## config.mk

```make
export PLATFORM = sky130hd
export DESIGN_NAME = byte_alu
export DESIGN_NICKNAME = d
export VERILOG_FILES = /design/src/rtl/alu_pkg.sv /design/src/rtl/alu_adder.sv /design/src/rtl/alu_shift.sv /design/src/rtl/alu_decadj.sv /design/src/rtl/byte_alu.sv
export SDC_FILE = /design/constraint.sdc
export NUM_CORES = 1
export LEC_CHECK = 0
export BUFFER_PORTS_ARGS = -buffer_cell sky130_fd_sc_hd__buf_2
export CAP_MARGIN = 5
export CORE_AREA = 2 2 80 82
export DETAILED_ROUTE_END_ITERATION = 12
export DIE_AREA = 0 0 82 84
export PLACE_DENSITY = 0.57
export SYNTH_ARGS = -nofsm -noshare
export SYNTH_HDL_FRONTEND = slang
export SYNTH_SLANG_ARGS = --single-unit
```

## constraint.sdc

```tcl
create_clock -name vclk -period 5.3
set_input_delay 0.265 -clock vclk [all_inputs]
set_output_delay 0.265 -clock vclk [all_outputs]
set_load 0.05 [all_outputs]
```

## src/rtl/alu_pkg.sv

```systemverilog
// Shared widths, operation codes and status-byte bit positions for the byte ALU.
// Assumes an 8-bit datapath split into two 4-bit nibbles.
package alu_pkg;
    localparam int DATA_W = 8;
    localparam int NIB_W  = DATA_W / 2;
    localparam int OP_W   = 4;

    // Status byte bit positions (decoded by the flag register next door)
    localparam int ST_N = 7;
    localparam int ST_V = 6;
    localparam int ST_H = 3;
    localparam int ST_Z = 1;
    localparam int ST_C = 0;

    typedef enum logic [OP_W-1:0] {
        OP_ADC  = 4'd0,
        OP_SBC  = 4'd1,
        OP_CMP  = 4'd2,
        OP_AND  = 4'd3,
        OP_OR   = 4'd4,
        OP_XOR  = 4'd5,
        OP_MOV  = 4'd6,
        OP_ASL  = 4'd7,
        OP_ROL  = 4'd8,
        OP_LSR  = 4'd9,
        OP_ROR  = 4'd10,
        OP_XCN  = 4'd11,
        OP_DAA  = 4'd12,
        OP_DAS  = 4'd13,
        OP_TSET = 4'd14,
        OP_TCLR = 4'd15
    } alu_op_e;
endpackage

```

## src/rtl/alu_adder.sv

```systemverilog
// Carry-propagate adder with optional operand inversion.
// Produces the W-bit sum, carry out, carry out of the low nibble and signed overflow.
// Assumes W is even; subtraction is requested by inverting b and supplying cin = 1.
module alu_adder #(
    parameter int W = 8
) (
    input  logic [W-1:0] a_i,
    input  logic [W-1:0] b_i,
    input  logic         inv_b_i,
    input  logic         cin_i,
    output logic [W-1:0] sum_o,
    output logic         cout_o,
    output logic         half_o,
    output logic         ovf_o
);
    localparam int HB = W / 2;

    logic [W-1:0] b_eff;
    logic [W:0]   full;
    logic [W:0]   xor_all;

    // Form the effective operand and the extended sum
    always_comb begin
        b_eff   = inv_b_i ? ~b_i : b_i;
        full    = {1'b0, a_i} + {1'b0, b_eff} + {{W{1'b0}}, cin_i};
        xor_all = {1'b0, a_i} ^ {1'b0, b_eff} ^ full;
    end

    // Extract sum and flag bits
    always_comb begin
        sum_o  = full[W-1:0];
        cout_o = full[W];
        half_o = xor_all[HB];
        ovf_o  = (a_i[W-1] == b_eff[W-1]) && (full[W-1] != a_i[W-1]);
    end
endmodule

```

## src/rtl/alu_shift.sv

```systemverilog
// One-position shifter for the accumulator.
// dir_left_i selects direction; rotate_i feeds the old carry in instead of 0.
// The bit shifted out is returned as the new carry.
module alu_shift #(
    parameter int W = 8
) (
    input  logic [W-1:0] a_i,
    input  logic         cin_i,
    input  logic         dir_left_i,
    input  logic         rotate_i,
    output logic [W-1:0] res_o,
    output logic         cout_o
);
    logic fill;

    // Choose fill bit and shift
    always_comb begin
        fill = rotate_i & cin_i;
        if (dir_left_i) begin
            res_o  = {a_i[W-2:0], fill};
            cout_o = a_i[W-1];
        end else begin
            res_o  = {fill, a_i[W-1:1]};
            cout_o = a_i[0];
        end
    end
endmodule

```

## src/rtl/alu_decadj.sv

```systemverilog
// Two-step decimal correction of the accumulator after an add or a subtract.
// Step one corrects the high digit and the carry; step two corrects the low digit.
// Assumes an 8-bit byte; all sums wrap modulo 256.
module alu_decadj
    import alu_pkg::*;
(
    input  logic [DATA_W-1:0] a_i,
    input  logic              cin_i,
    input  logic              hin_i,
    input  logic              sub_i,
    output logic [DATA_W-1:0] res_o,
    output logic              cout_o
);
    localparam logic [DATA_W-1:0] HI_ADJ   = 8'h60;
    localparam logic [DATA_W-1:0] LO_ADJ   = 8'h06;
    localparam logic [DATA_W-1:0] MAX_BCD  = 8'h99;
    localparam logic [NIB_W-1:0]  MAX_DIG  = 4'd9;

    logic              hi_fix;
    logic              lo_fix;
    logic [DATA_W-1:0] stage1;

    // High-digit step: condition, correction and carry
    always_comb begin
        if (sub_i) hi_fix = (a_i > MAX_BCD) || !cin_i;
        else       hi_fix = (a_i > MAX_BCD) ||  cin_i;
        if (!hi_fix)    stage1 = a_i;
        else if (sub_i) stage1 = a_i - HI_ADJ;
        else            stage1 = a_i + HI_ADJ;
        cout_o = hi_fix ? !sub_i : cin_i;
    end

    // Low-digit step applied to the first-stage value
    always_comb begin
        if (sub_i) lo_fix = (stage1[NIB_W-1:0] > MAX_DIG) || !hin_i;
        else       lo_fix = (stage1[NIB_W-1:0] > MAX_DIG) ||  hin_i;
        if (!lo_fix)    res_o = stage1;
        else if (sub_i) res_o = stage1 - LO_ADJ;
        else            res_o = stage1 + LO_ADJ;
    end
endmodule

```

## src/rtl/byte_alu.sv

```systemverilog
// Byte ALU top: routes operands to the adder, shifter and decimal-adjust units,
// selects the result and builds the status byte and its write-enable mask.
// Purely combinational; assumes the caller merges status_o under status_we_o.
module byte_alu
    import alu_pkg::*;
(
    input  logic [OP_W-1:0]   op_i,
    input  logic [DATA_W-1:0] acc_i,
    input  logic [DATA_W-1:0] opnd_i,
    input  logic              carry_i,
    input  logic              half_i,
    output logic [DATA_W-1:0] result_o,
    output logic [7:0]        status_o,
    output logic [7:0]        status_we_o
);
    alu_op_e           op;
    logic              add_inv;
    logic              add_cin;
    logic [DATA_W-1:0] add_sum;
    logic              add_cout;
    logic              add_half;
    logic              add_ovf;
    logic              sh_left;
    logic              sh_rot;
    logic [DATA_W-1:0] sh_res;
    logic              sh_cout;
    logic              da_sub;
    logic [DATA_W-1:0] da_res;
    logic              da_cout;
    logic [DATA_W-1:0] res;
    logic [DATA_W-1:0] nz_src;
    logic              c_new;
    logic              v_new;
    logic              h_new;
    logic              we_n, we_v, we_h, we_z, we_c;

    // Decode adder control from the operation
    always_comb begin
        op      = alu_op_e'(op_i);
        add_inv = (op != OP_ADC);
        add_cin = (op == OP_ADC || op == OP_SBC) ? carry_i : 1'b1;
        sh_left = (op == OP_ASL || op == OP_ROL);
        sh_rot  = (op == OP_ROL || op == OP_ROR);
        da_sub  = (op == OP_DAS);
    end

    alu_adder #(.W(DATA_W)) adder_i (
        .a_i     (acc_i),
        .b_i     (opnd_i),
        .inv_b_i (add_inv),
        .cin_i   (add_cin),
        .sum_o   (add_sum),
        .cout_o  (add_cout),
        .half_o  (add_half),
        .ovf_o   (add_ovf)
    );

    alu_shift #(.W(DATA_W)) shift_i (
        .a_i        (acc_i),
        .cin_i      (carry_i),
        .dir_left_i (sh_left),
        .rotate_i   (sh_rot),
        .res_o      (sh_res),
        .cout_o     (sh_cout)
    );

    alu_decadj decadj_i (
        .a_i    (acc_i),
        .cin_i  (carry_i),
        .hin_i  (half_i),
        .sub_i  (da_sub),
        .res_o  (da_res),
        .cout_o (da_cout)
    );

    // Result selection, flag sources and write-enable decode
    always_comb begin
        res   = acc_i;
        c_new = 1'b0;
        v_new = 1'b0;
        h_new = 1'b0;
        we_n  = 1'b1;
        we_z  = 1'b1;
        we_v  = 1'b0;
        we_h  = 1'b0;
        we_c  = 1'b0;
        unique case (op)
            OP_ADC, OP_SBC: begin
                res   = add_sum;
                c_new = add_cout;
                v_new = add_ovf;
                h_new = add_half;
                we_v  = 1'b1;
                we_h  = 1'b1;
                we_c  = 1'b1;
            end
            OP_CMP: begin
                res   = acc_i;
                c_new = add_cout;
                we_c  = 1'b1;
            end
            OP_AND:  res = acc_i & opnd_i;
            OP_OR:   res = acc_i | opnd_i;
            OP_XOR:  res = acc_i ^ opnd_i;
            OP_MOV:  res = opnd_i;
            OP_ASL, OP_ROL, OP_LSR, OP_ROR: begin
                res   = sh_res;
                c_new = sh_cout;
                we_c  = 1'b1;
            end
            OP_XCN:  res = {acc_i[NIB_W-1:0], acc_i[DATA_W-1:NIB_W]};
            OP_DAA, OP_DAS: begin
                res   = da_res;
                c_new = da_cout;
                we_c  = 1'b1;
            end
            OP_TSET: res = opnd_i | acc_i;
            OP_TCLR: res = opnd_i & ~acc_i;
            default: res = acc_i;
        endcase
        if (op == OP_CMP || op == OP_TSET || op == OP_TCLR) nz_src = add_sum;
        else                                                 nz_src = res;
    end

    // Assemble status byte and mask in their fixed bit positions
    always_comb begin
        result_o          = res;
        status_o          = '0;
        status_we_o       = '0;
        status_we_o[ST_N] = we_n;
        status_we_o[ST_V] = we_v;
        status_we_o[ST_H] = we_h;
        status_we_o[ST_Z] = we_z;
        status_we_o[ST_C] = we_c;
        status_o[ST_N]    = we_n & nz_src[DATA_W-1];
        status_o[ST_V]    = we_v & v_new;
        status_o[ST_H]    = we_h & h_new;
        status_o[ST_Z]    = we_z & (nz_src == '0);
        status_o[ST_C]    = we_c & c_new;
    end
endmodule

```

* Word-level counts from Yosys, hierarchy flattened
Cells that the tools add are included.
Word-level totals: register bits after elaboration 0, latch bits 0, bits in writable memories 0, bits in read-only memories 0, input port bits 22, word-level logic and storage cells 77, memories kept 0
Cells by class: $add $sub $neg 6, multiply operators 0, div/mod/pow operators 0, $lt $le $gt $ge 2, equality and inequality tests 17, shift-type cells 0, muxes and demuxes 18, bitwise gates (word level) 12, reduce and logical (&&, ||, !) cells 22
Operator list (number):
- $pmux 8 s10 | 1
- $mux 8 | 7
- $eq 4x4->1 const B | 8
- $and 8x8->8 | 2
- $eq 4x3->1 const B | 4
- $not 8->8 | 2
- $xor 5x5->5 | 2
- $add 8x8->9 | 1
- $add 9x1->9 | 1
- $logic_or 1x1->1 | 9
- $mux 1 | 9
- $reduce_or 9->1 | 1
- $add 8x3->8 const B | 1
- $add 8x7->8 const B | 1
- $eq 4x2->1 const B | 2
- $gt 8x8->1 const B | 1
- $logic_not 8->1 | 1
- $or 8x8->8 | 1
- $sub 8x3->8 const B | 1
- $sub 8x7->8 const B | 1
- $xor 8x8->8 | 1
- $reduce_or 2->1 | 3
- $and 1x1->1 | 4
- $eq 4x1->1 const B | 1
- 10 further kinds | 12

* Depth between registers and ports, before layout
Gate-level depths: netlist of the first run.
depth after elaboration 11, mapped depth 18, gate-level depth less buffers 15

* By module
A second synthesis of the first run with hierarchy kept.
Unflattened totals: cells, all modules 370, area total of the unflattened synthesis 2627.5 µm²
Modules (own cells, without submodules):
- byte_alu | times used 1, cells an instance 230, area each 1512.7 µm², sequential area each 0.0 µm²
- alu_decadj | times used 1, cells an instance 66, area each 499.2 µm², sequential area each 0.0 µm²
- alu_adder | times used 1, cells an instance 60, area each 476.7 µm², sequential area each 0.0 µm²
- alu_shift | times used 1, cells an instance 14, area each 138.9 µm², sequential area each 0.0 µm²

* Worst setup path before layout of the first run
OpenSTA, ideal clock, no wires.
path kind input to output, start point in op_i[3], end point out status_o[0], arrival 4.510 ns, setup slack 0.525 ns, stages 17, path through buf_4 buf_4 clkbuf_1 nor2_1 nand2_1 nor2_2 xnor2_1 fa_1 inv_1 fa_1 nor2b_1 nor3_1 o21bai_1 a21o_1 a21o_1 a21oi_1 o41ai_1
On the way: cells in the longest elaborated chain, start to end 6, elaborated cells on any way between the ends 27
Ends and longest elaborated chain:
- from (decl) | line byte_alu.sv:7 | input logic [OP_W-1:0] op_i,
- $reduce_bool 4->1 (tied with other cells) | line byte_alu.sv:40 | add_inv = (op != OP_ADC);
- $mux 8 or $logic_or 1x1->1 (tied branches) | line alu_adder.sv:24, byte_alu.sv:41
- $add 8x8->9 or $mux 1 (tied branches) | line alu_adder.sv:25, byte_alu.sv:41
- $add 9x1->9 | line alu_adder.sv:25 | full = {1'b0, a_i} + {1'b0, b_eff} + {{W{1'b0}}, cin_i};
- $pmux 1 s3 | line byte_alu.sv:87 | unique case (op)
- $and 1x1->1 (*) | line byte_alu.sv:139 | status_o[ST_C] = we_c & c_new;
- to (decl) | line byte_alu.sv:13 | output logic [7:0] status_o,
Every way passes the cells marked *; elsewhere a longest branch is shown, timed or not.

* Worst setup path in the final report of the first run
start point in op_i[2], end point out status_o[1]
On the way: cells in the longest elaborated chain, start to end 10, elaborated cells on any way between the ends 46
Ends and longest elaborated chain:
- branches (longest 8 deep; another with $add 8x8->9)
- $mux 8 (*) | line byte_alu.sv:121 | if (op == OP_CMP || op == OP_TSET || op == OP_TCLR) nz_src = add_sum;
- $logic_not 8->1 (*) | line byte_alu.sv:138 | status_o[ST_Z] = we_z & (nz_src == '0);
Mark *: on every way between the ends.

==> results of run 1 <==
[cells in the mapped netlist, types with 4 or more instances]
library cell and count:
a21oi_1 27, inv_1 26, nor2_1 26, ha_1 20, xnor2_1 19, nand2_1 16, clkbuf_1 15, buf_4 14
nand2b_1 14, o21ai_0 11, nand3_1 10, nor3_1 9, a21o_1 7, a22oi_1 7, and3_1 7, buf_2 7
a31oi_1 6, a211oi_1 5, a32oi_1 5, and4b_1 5, a211o_1 4, a221oi_1 4, fa_1 4, nand4_1 4
nor2b_1 4, xor2_1 4
[layer usage]
metal  up-vias  wire (um)
li1       1275          -
met1      1274       3530
met2       132       3460
met3        23        622
met4         0        314
met5         -          0
[layout make-up]
class / instances / share of cell area
Multi-Input combinational cell: 284 / 0.832
Timing Repair Buffer: 42 / 0.0891
Inverter: 26 / 0.0395
Tap cell: 77 / 0.0390
[report_power, final]
group          internal [uW]  switching (uW)
logic                    107             217
clock network              0               0
registers                  0               0
[per-stage QoR]
stage | total power [uW] | hold slack (ns) | cell area [sq um] | utilization | worst slack, ns
after floorplan | 254 | 0.901 | 2380 | - | 0.525
after global placement | 317 | 1.17 | 2470 | 0.406 | 1.26
after detailed placement | 318 | 1.17 | 2470 | 0.406 | 1.15
after CTS | 319 | 1.17 | 2470 | 0.406 | 1.14
after global routing | 349 | 1.21 | 2470 | 0.406 | 0.830
final | 324 | 1.17 | 2470 | 0.406 | 1.08
[worst paths after layout]
check	startpoint	end	slack (ns)
max	op_i[2]	status_o[1]	1.08
min	acc_i[4]	result_o[4]	1.17
[cells by family after synthesis]
group | synth area share
AO/OA/AOI/OAI | 0.351
XOR/XNOR | 0.0922
AND/OR/NAND/NOR | 0.256
other | 0.00318
multiplexers | 0.0196
buffers and inverters | 0.138
adder cells (fa/ha/maj) | 0.140
[critical path: cells and delay by family]
kind            cells  cell delay, ns
simple gates        5            1.50
buf+inv             4            0.76
fa+ha+maj           2            0.62
compound gates      3            0.47
xor+xnor            2            0.31
==> flow_summary.ini, run 1 <==
[drt]
drt_iter0_markers = 334
routedWlPerCell_um = 18.5
drc = 0
dr.pass1.iters = 5
routed-via-count = 2704
postRouteAntennaNets = 0
via_per_inst = 6.30
drt_wl_total_um = 7930

[layout]
fillers = 679
nFlopsAndLatches = 0
multi_input_area_sq_mm = 0.00206
antennaDiodeCount = 0
final_common_cell = buf_2
final_cells = 429
seq_area_sq_um = 0
final_layout_size_suffix_gt1_frac = 0.151
syn_to_final_growth_pct = 4.72
final_cell_mix = buf_2 (38), a21oi_1 (27), inv_1 (26), nor2_1 (26), ha_1 (20)
nClkBuffers = 0
fin_nets = 400

[sta]
period_share = 0.795
final_max_slew_viol_count = 0
setup_viol = 0
finalSetupTns_ns = 0
period_needed_ns = 4.22
timing.fmax_ghz = 0.237
slew_headroom = 0.456
rsz0062_at_grt = false
hold_violations = 0
worst_pin_slew_ns = 0.814

[power]
p_leak_uw = 0.00111
power_density_mw_per_mm2 = 131
ir_worst_vdd_v = 0.0000575

[synthesis]
netlist.area_leader.share = 0.106
netlist_instances = 344
synthesis.area_sq_mm = 0.00236
ys.warnings.count = 0
ys_seq_area_frac = 0
yosysTopAreaCell = ha_1
synth.distinct_cells = 67
ys_top_cells_by_area = ha_1 (11%), xnor2_1 (7.0%), a21oi_1 (5.7%)
syn_avg_cell_area_sq_um = 6.86

[worst_setup_path]
crit_required_ns = 5.04
worstPathArrival_ns = 3.95
cp_max_fo = 13
cp_slowest_stage_delay_ns = 0.51
worstSetupEndpointType = output port
crit_chain = buf_2 -> inv_1 -> nand2_1 -> nor2_2 -> xnor2_1 -> fa_1 -> inv_1 -> fa_1 -> nor2b_1 -> nor3_1 -> o21bai_1 -> a21o_1 -> xor2_1 -> or4_1 -> a21oi_1 -> buf_2
startpoint_type = input port
path_class = input port to output port
cp_slowest_cell = or4_1

[worst_hold_path]
hp-class = input port to output port
hold_depth = 4

[grt]
overflow = 0
grt_usage = 0.235
first_global_vias = 2482
gr-usage-met2 = 0.358
met3_usage = 0.0152
grt_pass1_wl_um = 13000
antenna_found_initial = 0
top_usage_layer = met2
grt_max_degree = 46
grt_util_met1 = 0.342

[outcome]
status = finished, final reports clean

[floorplan]
die_area_sq_mm = 0.00689
die-height_um = 84
io_pins = 46
start_util = 0.387
rows = 29
dieWidth_um = 82
design.core.area_sq_mm = 0.00610

[place]
port_buffers = 38
dp_cells = 429
hpwl_um = 5830
gp_congestion = 0.908

[clock_tree]
ctsResizeCount = 0
post-cts-setup-buffers = 0
cts_hold_buffers = 0

[job]
drv_cap = 0
(Power assumes the default switching activity.)
==> run 2: changes to the inputs <==
--- a/config.mk
+++ b/config.mk
@@ -5,11 +5,12 @@
 export SDC_FILE = /design/constraint.sdc
 export NUM_CORES = 1
 export LEC_CHECK = 0
+export ABC_AREA = 1
 export BUFFER_PORTS_ARGS = -buffer_cell sky130_fd_sc_hd__buf_2
 export CAP_MARGIN = 5
-export CORE_AREA = 2 2 80 82
+export CORE_AREA = 2 2 78 80
 export DETAILED_ROUTE_END_ITERATION = 12
-export DIE_AREA = 0 0 82 84
+export DIE_AREA = 0 0 80 82
 export PLACE_DENSITY = 0.57
 export SYNTH_ARGS = -nofsm -noshare
 export SYNTH_HDL_FRONTEND = slang
==> constraint.sdc (replaced) <==
create_clock -name vclk -period 3.95
set_input_delay 0.1975 -clock vclk [all_inputs]
set_output_delay 0.1975 -clock vclk [all_outputs]
set_load 0.05 [all_outputs]
==> run 2 against run 1 <==
  * Non-clock buffer count shrank 2
  * Synthesized cell count grew 23%
  * Via count grew 1.6%
  * Clock-buffer cell count is the same
  * First-iteration DRC count shrank 37%
  * Design area shrank 0.25%
  * Final cell count grew 24%
  * Critical endpoint unchanged
==> flow_summary.ini, run 2 <==
[outcome]
status = finished, final reports clean

[layout]
fillers = 682
final_common_cell = nand2_1
final_cells = 531
utilization = 0.429
nFlopsAndLatches = 0
antennaDiodeCount = 0
nClkBuffers = 0
seq_area_sq_um = 0
final_layout_size_suffix_gt1_frac = 0.138
syn_to_final_growth_pct = 10.2
final_cell_mix = nand2_1 (132), inv_1 (62), nand3_1 (48)
fin_nets = 504

[worst_setup_path]
cpLargestDelayFamily = simple AND/OR/NAND/NOR gates
cp_slowest_stage_delay_ns = 0.51
cp_slowest_cell = fa_1
path_class = input port to output port
critPathBufInv = 5
startpoint_type = input port
worstPathArrival_ns = 3.20
worstSetupEndpointType = output port
crit_chain = buf_2 -> nand2_2 -> inv_2 -> nand2_4 -> inv_1 -> fa_1 -> inv_1 -> nand2_1 -> nand2_1 -> ha_1 -> a21oi_1 -> nand2_1 -> nor2_1 -> nor2_1 -> nor2_1 -> nand3_1 -> nand3_1 -> nand4_1 -> nand2_1 -> nand3_1 -> nor2_1 -> buf_2
crit_required_ns = 3.75
cp_max_fo = 8

[sta]
setup_viol = 0
finalSetupTns_ns = 0
timing.fmax_ghz = 0.294
period_needed_ns = 3.40
setup_ws_ns = 0.548
hold_violations = 0
rsz0062_at_grt = false
final_max_slew_viol_count = 0
period_share = 0.861
slew_headroom = 0.484
worst_pin_slew_ns = 0.771

[worst_hold_path]
hp-class = input port to output port
hold-path-endpoint = result_o[0]
holdCritStartpoint = opnd_i[0]
hold_depth = 6

[floorplan]
rows = 28
die-height_um = 82
dieWidth_um = 80
die_area_sq_mm = 0.00656
io_pins = 46
design.core.area_sq_mm = 0.00575
start_util = 0.389

[synthesis]
netlist_instances = 423
synthesis.area_sq_mm = 0.00224
synth.distinct_cells = 36
ys_top_cells_by_area = nand2_1 (22%), ha_1 (11%), nand3_1 (11%)
ys_seq_area_frac = 0
syn_avg_cell_area_sq_um = 5.29
synth_common_cells = nand2_1 (132), inv_1 (62), nand3_1 (48)
netlist.area_leader.share = 0.221
ys.warnings.count = 0
synth.most_common_cell = nand2_1
yosysTopAreaCell = nand2_1

[grt]
grt_pass1_wl_um = 12000
grt_usage = 0.231
antenna_found_initial = 0
grt_max_degree = 16
first_global_vias = 2429
overflow = 0

[place]
gp_congestion = 0.909
dp_cells = 531
port_buffers = 38
pre_cts_ws_ns = 0.590
hpwl_um = 6210

[drt]
via_per_inst = 5.18
routed-via-count = 2748
routedWlPerCell_um = 14.4
drt_wl_total_um = 7630
drc = 0
dr.pass1.iters = 4
drt_iter0_markers = 212
postRouteAntennaNets = 0

[job]
drv_cap = 0

[power]
power_density_mw_per_mm2 = 169
p_leak_uw = 0.00146
ir_worst_vdd_v = 0.0000817
total_power_uw = 417

[clock_tree]
ctsResizeCount = 0
cts_hold_buffers = 0
post-cts-setup-buffers = 0
==> run 2: changes by cell type in the layout (fill, tap and decap cells not counted), sizes merged, moves of 9 or more <==
cell    before  now
xnor2       19    2
xor2         5   14
nand2       16  139
a21oi       27   18
nand3       10   49
inv         26   69
nand2b      14    0
nor2        27   36
==> run 2: tightest hold or removal path, stage by stage <==
cell and delay, ns:
buf_2 0.10, nand2_1 0.05, nand3_1 0.08, nand2_1 0.08, inv_1 0.04, buf_2 0.20
==> run 2: power breakdown <==
group | internal (uW) | switching, uW | total (uW)
Clock | 0 | 0 | 0
Sequential | 0 | 0 | 0
Combinational | 121 | 296 | 417
Total | 121 | 296 | 417
==> run 2: kinds of logic (layout without fill, tap and decap cells) <==
logic type / after synthesis / count (layout) / synth area share
adders and majority gates: 24 / 24 / 0.148
xor gates and xnor gates: 16 / 16 / 0.0626
other: 2 / 8 / 0.00336
and+or+nand+nor: 243 / 243 / 0.482
buffers and inverters: 83 / 110 / 0.159
AOI/OAI and AO/OA: 55 / 55 / 0.145
==> run 2: cell type report <==
| type | instances | area, sq um | share of cell area |
|---|---|---|---|
| tap | 75 | 93.8 | 0.0381 |
| inverter | 70 | 263 | 0.107 |
| multi-input combinational | 346 | 1900 | 0.772 |
| timing repair buffer | 40 | 205 | 0.0832 |
==> run 2: how the worst max path moves through the flow <==
stage | start | to | cells after the start
2_1_floorplan | op_i[1] | result_o[6] | 19
3_3_place_gp | op_i[2] | status_o[1] | 22
3_5_place_dp | op_i[2] | status_o[1] | 22
4_1_cts | op_i[2] | status_o[1] | 22
5_1_grt | op_i[2] | status_o[1] | 23
6_report | op_i[2] | status_o[1] | 22
==> run 2: metrics by stage <==
| stage | hold slack [ns] | cell area [sq um] |
|---|---|---|
| global route | 0.997 | 2470 |
| detailed placement | 0.952 | 2470 |
| finish | 0.947 | 2470 |
| CTS | 0.954 | 2470 |
| floorplan | 0.746 | 2260 |
| global placement | 0.939 | 2470 |
==> run 2: per-layer routing <==
metal,vias to the layer above,global-route usage,share of wire
met3,4,0.0121,0.063
li1,1413,-,-
met4,0,0.0220,0.0083
met5,-,0,0
met1,1244,0.310,0.46
met2,87,0.420,0.47
